<file path="src/rtl/uart_fifo_pkg.sv">
package uart_fifo_pkg;
   localparam logic [4:0] OFS_DATA = 5'h00;
   localparam logic [4:0] OFS_STAT = 5'h04;
   localparam logic [4:0] OFS_CTRL = 5'h08;
   localparam logic [4:0] OFS_SCAL = 5'h0C;
   localparam logic [4:0] OFS_DBG  = 5'h10;

   localparam int ST_DR  = 0;
   localparam int ST_TS  = 1;
   localparam int ST_TE  = 2;
   localparam int ST_BR  = 3;
   localparam int ST_OV  = 4;
   localparam int ST_PE  = 5;
   localparam int ST_FE  = 6;
   localparam int ST_TH  = 7;
   localparam int ST_RH  = 8;
   localparam int ST_TF  = 9;
   localparam int ST_RF  = 10;
   localparam int ST_W   = 11;

   localparam int DBG_RX_LSB = 26;
   localparam int DBG_TX_LSB = 20;
endpackage

</file>
<file path="src/rtl/uart_fifo_buf.sv">
module uart_fifo_buf #(
   parameter int W     = 8,
   parameter int DEPTH = 16,
   localparam int AW   = $clog2(DEPTH),
   localparam int CW   = $clog2(DEPTH + 1)
) (
   input  logic          clk,
   input  logic          rst_n,
   input  logic          push,
   input  logic [W-1:0]  wdata,
   input  logic          pop,
   output logic [W-1:0]  rdata,
   output logic [CW-1:0] count
);
   logic [W-1:0]  mem [DEPTH];
   logic [AW-1:0] wp, rp;

   always_ff @(posedge clk) begin
      if (push) mem[wp] <= wdata;
   end

   always_ff @(posedge clk) begin
      if (!rst_n) begin
         wp    <= '0;
         rp    <= '0;
         count <= '0;
      end else begin
         if (push) wp <= wp + 1'b1;
         if (pop)  rp <= rp + 1'b1;
         case ({push, pop})
            2'b10:   count <= count + 1'b1;
            2'b01:   count <= count - 1'b1;
            default: count <= count;
         endcase
      end
   end

   assign rdata = mem[rp];
endmodule

</file>
<file path="src/rtl/uart_fifo_tx.sv">
module uart_fifo_tx #(
   parameter int DBITS = 8,
   parameter int TPB   = 8,
   localparam int PW   = $clog2(TPB),
   localparam int BW   = $clog2(DBITS + 2)
) (
   input  logic             clk,
   input  logic             rst_n,
   input  logic             tick,
   input  logic             load,
   input  logic [DBITS-1:0] din,
   output logic             busy,
   output logic             line
);
   logic [DBITS+1:0] sh;
   logic [PW-1:0]    ph;
   logic [BW-1:0]    bitn;

   always_ff @(posedge clk) begin
      if (!rst_n) begin
         busy <= 1'b0;
         sh   <= '1;
         ph   <= '0;
         bitn <= '0;
      end else if (load && !busy) begin
         busy <= 1'b1;
         sh   <= {1'b1, din, 1'b0};
         ph   <= '0;
         bitn <= '0;
      end else if (busy && tick) begin
         if (ph == PW'(TPB - 1)) begin
            ph <= '0;
            sh <= {1'b1, sh[DBITS+1:1]};
            if (bitn == BW'(DBITS + 1)) busy <= 1'b0;
            else                        bitn <= bitn + 1'b1;
         end else begin
            ph <= ph + 1'b1;
         end
      end
   end

   assign line = busy ? sh[0] : 1'b1;
endmodule

</file>
<file path="src/rtl/uart_fifo_rx.sv">
module uart_fifo_rx #(
   parameter int DBITS = 8,
   parameter int TPB   = 8,
   localparam int PW   = $clog2(TPB),
   localparam int BW   = $clog2(DBITS + 2),
   localparam int MID  = TPB / 2 - 1
) (
   input  logic             clk,
   input  logic             rst_n,
   input  logic             tick,
   input  logic             line_in,
   output logic             got,
   output logic             ferr,
   output logic [DBITS-1:0] dout
);
   logic          s1, s2, s3;
   logic          active;
   logic [PW-1:0] ph;
   logic [BW-1:0] bitn;

   always_ff @(posedge clk) begin
      if (!rst_n) begin
         s1 <= 1'b1; s2 <= 1'b1; s3 <= 1'b1;
         active <= 1'b0;
         ph     <= '0;
         bitn   <= '0;
         dout   <= '0;
         got    <= 1'b0;
         ferr   <= 1'b0;
      end else begin
         s1   <= line_in;
         s2   <= s1;
         s3   <= s2;
         got  <= 1'b0;
         ferr <= 1'b0;
         if (!active) begin
            if (s3 && !s2) begin
               active <= 1'b1;
               ph     <= '0;
               bitn   <= '0;
            end
         end else if (tick) begin
            ph <= (ph == PW'(TPB - 1)) ? '0 : ph + 1'b1;
            if (ph == PW'(MID)) begin
               bitn <= bitn + 1'b1;
               if (bitn == '0) begin
                  if (s2) active <= 1'b0;
               end else if (bitn == BW'(DBITS + 1)) begin
                  active <= 1'b0;
                  got    <= s2;
                  ferr   <= !s2;
               end else begin
                  dout <= {s2, dout[DBITS-1:1]};
               end
            end
         end
      end
   end
endmodule

</file>
<file path="src/rtl/uart_fifo_regs.sv">
module uart_fifo_regs
   import uart_fifo_pkg::*;
#(
   parameter int DEPTH        = 16,
   parameter int SCALER_W     = 12,
   parameter int SCALER_RESET = 21,
   parameter int TPB          = 8,
   localparam int CW          = $clog2(DEPTH + 1),
   localparam int HALF        = DEPTH / 2
) (
   input  logic        clk,
   input  logic        rst_n,
   input  logic        bus_en,
   input  logic        bus_we,
   input  logic [4:0]  bus_addr,
   input  logic [31:0] bus_wdata,
   output logic [31:0] bus_rdata,
   output logic        tx_line,
   input  logic        rx_line
);
   if ((DEPTH & (DEPTH - 1)) != 0 || DEPTH < 2) begin : g_bad_depth
      $error("DEPTH must be a power of two");
   end
   if (CW > 6) begin : g_bad_cw
      $error("DEPTH too large for the debug register fields");
   end
   if (SCALER_W > 32 || SCALER_RESET >= (1 << SCALER_W)) begin : g_bad_scaler
      $error("scaler reset does not fit SCALER_W");
   end

   logic [31:0]         ctrl_q;
   logic [SCALER_W-1:0] scaler_q, sc_cnt;
   logic                tick;
   logic                err_ov, err_fe;
   logic [ST_W-1:0]     status;

   logic wr_data, rd_data, wr_stat;
   logic [CW-1:0] tx_cnt, rx_cnt;
   logic [7:0]    tx_head, rx_head, rx_byte;
   logic          tx_busy, tx_load, tx_push, rx_push, rx_pop;
   logic          rx_got, rx_ferr;
   logic          ctrl_rx, ctrl_tx;

   assign ctrl_rx = ctrl_q[0];
   assign ctrl_tx = ctrl_q[1];
   assign wr_data = bus_en && bus_we && bus_addr == OFS_DATA;
   assign rd_data = bus_en && !bus_we && bus_addr == OFS_DATA;
   assign wr_stat = bus_en && bus_we && bus_addr == OFS_STAT;

   assign tx_push = wr_data && tx_cnt != CW'(DEPTH);
   assign tx_load = ctrl_tx && !tx_busy && tx_cnt != '0;
   assign rx_push = rx_got && ctrl_rx && rx_cnt != CW'(DEPTH);
   assign rx_pop  = rd_data && rx_cnt != '0;

   uart_fifo_buf #(.W(8), .DEPTH(DEPTH)) u_txq (
      .clk(clk), .rst_n(rst_n), .push(tx_push), .wdata(bus_wdata[7:0]),
      .pop(tx_load), .rdata(tx_head), .count(tx_cnt));

   uart_fifo_buf #(.W(8), .DEPTH(DEPTH)) u_rxq (
      .clk(clk), .rst_n(rst_n), .push(rx_push), .wdata(rx_byte),
      .pop(rx_pop), .rdata(rx_head), .count(rx_cnt));

   uart_fifo_tx #(.DBITS(8), .TPB(TPB)) u_tx (
      .clk(clk), .rst_n(rst_n), .tick(tick), .load(tx_load), .din(tx_head),
      .busy(tx_busy), .line(tx_line));

   uart_fifo_rx #(.DBITS(8), .TPB(TPB)) u_rx (
      .clk(clk), .rst_n(rst_n), .tick(tick), .line_in(rx_line),
      .got(rx_got), .ferr(rx_ferr), .dout(rx_byte));

   assign tick = sc_cnt == '0;

   always_ff @(posedge clk) begin
      if (!rst_n) begin
         ctrl_q   <= '0;
         scaler_q <= SCALER_W'(SCALER_RESET);
         sc_cnt   <= SCALER_W'(SCALER_RESET);
         err_ov   <= 1'b0;
         err_fe   <= 1'b0;
      end else begin
         sc_cnt <= tick ? scaler_q : sc_cnt - 1'b1;
         if (bus_en && bus_we && bus_addr == OFS_CTRL) ctrl_q <= bus_wdata;
         if (bus_en && bus_we && bus_addr == OFS_SCAL) scaler_q <= bus_wdata[SCALER_W-1:0];
         if (wr_data && !tx_push)           err_ov <= 1'b1;
         else if (wr_stat && bus_wdata[ST_OV]) err_ov <= 1'b0;
         if (rx_ferr)                       err_fe <= 1'b1;
         else if (wr_stat && bus_wdata[ST_FE]) err_fe <= 1'b0;
      end
   end

   always_comb begin
      status        = '0;
      status[ST_DR] = rx_cnt != '0;
      status[ST_TE] = tx_cnt == '0;
      status[ST_TS] = tx_cnt == '0 && !tx_busy;
      status[ST_BR] = 1'b0;
      status[ST_PE] = 1'b0;
      status[ST_OV] = err_ov;
      status[ST_FE] = err_fe;
      status[ST_TH] = tx_cnt >= CW'(HALF);
      status[ST_RH] = rx_cnt >= CW'(HALF);
      status[ST_TF] = tx_cnt == CW'(DEPTH);
      status[ST_RF] = rx_cnt == CW'(DEPTH);
   end

   always_comb begin
      case (bus_addr)
         OFS_DATA: bus_rdata = (rx_cnt != '0) ? {24'b0, rx_head} : '0;
         OFS_STAT: bus_rdata = 32'(status);
         OFS_CTRL: bus_rdata = ctrl_q;
         OFS_SCAL: bus_rdata = 32'(scaler_q);
         OFS_DBG:  bus_rdata = (32'(rx_cnt) << DBG_RX_LSB) | (32'(tx_cnt) << DBG_TX_LSB);
         default:  bus_rdata = '0;
      endcase
   end
endmodule

</file>
<file path="config.mk">
export PLATFORM = sky130hd
export DESIGN_NAME = uart_fifo_regs
export DESIGN_NICKNAME = d
export VERILOG_FILES = /design/src/rtl/uart_fifo_pkg.sv /design/src/rtl/uart_fifo_buf.sv /design/src/rtl/uart_fifo_tx.sv /design/src/rtl/uart_fifo_rx.sv /design/src/rtl/uart_fifo_regs.sv
export SDC_FILE = /design/constraint.sdc
export NUM_CORES = 1
export LEC_CHECK = 0
export BUFFER_PORTS_ARGS = -buffer_cell sky130_fd_sc_hd__buf_2
export CORE_MARGIN = 4
export CORE_UTILIZATION = 39
export DETAILED_ROUTE_END_ITERATION = 10
export PLACE_DENSITY = 0.51
export SYNTH_ARGS = -nofsm -noshare
export SYNTH_HDL_FRONTEND = slang
export SYNTH_SLANG_ARGS = --single-unit
</file>
<file path="constraint.sdc">
create_clock -name clk -period 4.3 [get_ports clk]
set_input_delay 0.43 -clock clk [delete_from_list [all_inputs] [get_ports clk]]
set_output_delay 0.43 -clock clk [all_outputs]
set_load 0.02 [all_outputs]
</file>
==> results.txt <==
The setup path with the least slack is of type reg2out. Of all nets on the critical path, the largest fanout is 7. Startpoint kind of the worst setup timing path: a flop. The setup TNS is 0 ns, and the layout filler cell count is 3635.

Synthesized area: 15860 um^2. For the clock network latency to the later pin of the worst-skew pair, the log shows 0.55 ns. The run gives 5.716 nW as the leakage dissipation. In this run the worst hold path is classified as in2reg. The Yosys step of the flow raised 0 warnings. In this run, post-CTS hold repair placed 0 buffers.

Average wire per cell in the routed design: 20.43 um. The data arrival time of the worst path is 2.98 ns. The wire-length estimate of the detail-placed layout is 24.50 mm.

The logs give 40010 um^2 for the core outline area and 54 for the largest net degree at the start of global routing. The register area is 10290 um^2, and the via count of the first global-routing pass is 9547. Buffers added to address setup during post-CTS repair amount to 0. The sequential element share of the synthesized area came out at 0.6488. Ranked by instance count, the synthesized netlist is headed by sky130_fd_sc_hd__edfxtp_1 (256), sky130_fd_sc_hd__nand2_1 (151), sky130_fd_sc_hd__dfxtp_1 (130). At the pin with the least slew margin, the transition time is 1.029 ns.

The flow ran to the end, and the final reports show no timing, DRC or antenna violations. For the number of hold-slack violations in the final timing report, the log shows 0. The tools report the total count of max-transition violations in the final report as 0. CTS placed an instance of sky130_fd_sc_hd__clkbuf_16 at the clock tree root. In this run the core area contains 73 standard-cell rows. The area growth from synthesis to layout is 15.00%. In this run the number of H-tree levels came out at 2. Area share of the largest cell type after synthesis: 0.4847. TritonCTS built the clock tree.

Ranked by total cell area, the synthesized netlist is headed by sky130_fd_sc_hd__edfxtp_1 (48%), sky130_fd_sc_hd__dfxtp_1 (16%), sky130_fd_sc_hd__mux4_2 (8.1%). Averaged over all synthesized cells, the footprint is 13.42 um^2. The run gives 1 as the number of antenna violations at the first check in global routing. The run gives 43960 um^2 as the area of the die. The synthesized design contains 386 register bits. The tools report the reported max-cap violation count as 0. Clock-pin slew was measured on the worst setup and hold paths at 0.06 ns.

Synthesis instantiated 55 different standard cells from the library. The period utilization was 0.7939. The startpoint identified for the worst register-to-register timing path is u_rxq.count[2]. Across all register-to-register paths, the minimum setup slack is 1.11 ns. The number of synthesized flops with an enable pin came out at 256. The worst setup path is captured at an output pin. Main flop type after synthesis: sky130_fd_sc_hd__edfxtp_1. Setup repair after global routing left no endpoint under its margin. Walking the worst path, the cells encountered are buf_4 > mux4_2 > mux2i_1 > o22ai_1 > a211o_1 > buf_2.

Endpoint of the worst-slack reg-to-reg timing path: u_rxq.count[4]. After layout, the worst setup slack is 0.8861 ns. For the number of design rule violations left after detail routing, the log shows 0. The routed design could run at a clock period as short as 3.414 ns.

Data on the critical path is required at its endpoint by 3.87 ns. The final weighted congestion of routability-driven global placement came out at 0.7589. The worst-case IR drop observed on VDD is 256.7 uV.

The die is 209.7 um tall. After detailed routing, the number of vias per cell comes to 5.303. Setup violations remaining at the end of the flow were counted as 0. The number of clock buffers added by TritonCTS is 43. For the worst flop-to-flop path, the logic depth is 10. The count of input and output buffers is 74, and the total power is 7.653 mW. The number of inserted diodes was 0; the final core area utilization was 0.4559. For the total number of vias, the log shows 9646. The async set-or-reset flop fraction in the synthesized netlist is 0. Slowest cell on the critical path: sky130_fd_sc_hd__dfxtp_1. Based on the critical path, the design can be clocked at up to 292.9 MHz.

Before CTS, the worst setup slack after placement is 0.7633 ns. In this run the deepest clock path goes through 3 buffers. Setup clock skew after layout: 0.02323 ns. The post-cts resize count was 0; the number of placed I/O pins was 75.

The detailed router finished its first iteration with 688 violations. The tools report the effective utilization at floorplan as 0.3964. Counting every instance in the synthesized netlist gives 1182. The most common cell in the netlist is sky130_fd_sc_hd__edfxtp_1. The overall track demand over capacity in global routing was 0.1685; the global-route wire length before repair was 57.73 mm.

For the worst slew slack as a fraction of its limit, the log shows 0.3133. The tree built by TritonCTS fans out to 386 sinks. The run gives 0 as the number of nets with antenna violations after detailed routing.

In the final layout, the multi-input gates occupy 5256 um^2. The routed design has 37.17 mm of wire. The net count after synthesis was 1252; the largest incremental delay on the critical path was 0.63 ns. The ratio of total power to cell area was 419.6 nW/um^2; the number of detailed-route iterations in the first pass was 5. The remaining global-route overflow came out at 0.

The floorplan step set the die width to 209.7 um. The ratio of cells with drive above 1 in the final layout is 0.1855. Post-synthesis cell type with the largest combined area: sky130_fd_sc_hd__edfxtp_1.

The number of nets in the layout came out at 1330. The most critical setup path has its endpoint at bus_rdata[7].
==> registers in the layout, indices dropped and copies added (netlist names), 5 cells and up, named ones only <==
register,count
ctrl_q,32
sc_cnt,12
scaler_q,12
u_rx.dout,8
u_rxq.count,5
u_rxq.mem,128
u_tx.sh,9
u_txq.count,5
u_txq.mem,128
==> layout by cell type, fill, tap and decap left out, drive strengths merged, types with 12 or more instances in the layout <==
cell	instances
nor2b	16
and2	12
clkinv	14
edfxtp	256
mux4	57
ha	28
dfxtp	130
nand3	22
mux2i	39
o21ai	14
inv	22
buf	102
a211oi	12
a22o	12
nor3	33
nand2	151
clkbuf	58
nand2b	17
xor2	22
a21oi	68
nor2	88
==> through the flow <==
step                      std cells  hold WS, ns  instance area (um^2)
after floorplan                1182       0.3863                 15860
after global placement         1740       0.4024                 16860
after detailed placement       1740       0.3982                 16860
after CTS                      1819      0.05534                 18240
after global routing           1819      0.06821                 18240
final                          1819      0.09371                 18240
==> worst max-delay path: cells and delay by family (launching register included) <==
family	cells	cell delay [ns]
flops	1	0.63
compound gates	2	0.48
buf+inv	2	0.48
mux	2	0.85
==> worst min-delay path by stage <==
| stage | startpoint | endpoint | depth (start not counted) |
|---|---|---|---|
| 3_5_place_dp | u_rx.s1 | u_rx.s2 | 1 |
| 4_1_cts | rx_line | u_rx.s1 | 2 |
| 2_1_floorplan | u_rx.s1 | u_rx.s2 | 1 |
| 3_3_place_gp | u_rx.s1 | u_rx.s2 | 1 |
| 6_report | rx_line | u_rx.s1 | 2 |
| 5_1_grt | rx_line | u_rx.s1 | 2 |
==> cell type report <==
cell class / count / area share
Clock inverter: 21 / 0.01091
Tap cell: 525 / 0.03602
Multi-Input combinational cell: 706 / 0.2882
Clock buffer: 58 / 0.06442
Sequential cell: 386 / 0.5643
Timing Repair Buffer: 102 / 0.03183
Inverter: 21 / 0.004322
==> cell families (layout without fill, tap and decap cells) <==
logic type	after synthesis	in the layout	share of synthesized area
AND/OR/NAND/NOR	381	381	0.1124
multiplexers	99	99	0.1077
buffers and inverters	90	202	0.02154
adder cells (fa/ha/maj)	28	28	0.02209
XOR/XNOR	30	30	0.01657
AO/OA/AOI/OAI	168	168	0.07092
flip-flops	386	386	0.6488
==> layer usage <==
metal / global-route usage / share of wire
met1: 0.2613 / 0.49
met2: 0.2473 / 0.44
met3: 0.03139 / 0.059
met4: 0.03803 / 0.016
met5: 0 / 0.00035
==> report_power, final <==
group / switching, mW / leakage [nW] / internal, mW
clock network: 1.43 / 0.663 / 2.15
logic: 0.0852 / 1.97 / 0.0345
registers: 0.0104 / 3.08 / 3.94
total: 1.53 / 5.72 / 6.12
Note: power is estimated with default switching activity, not from simulation.
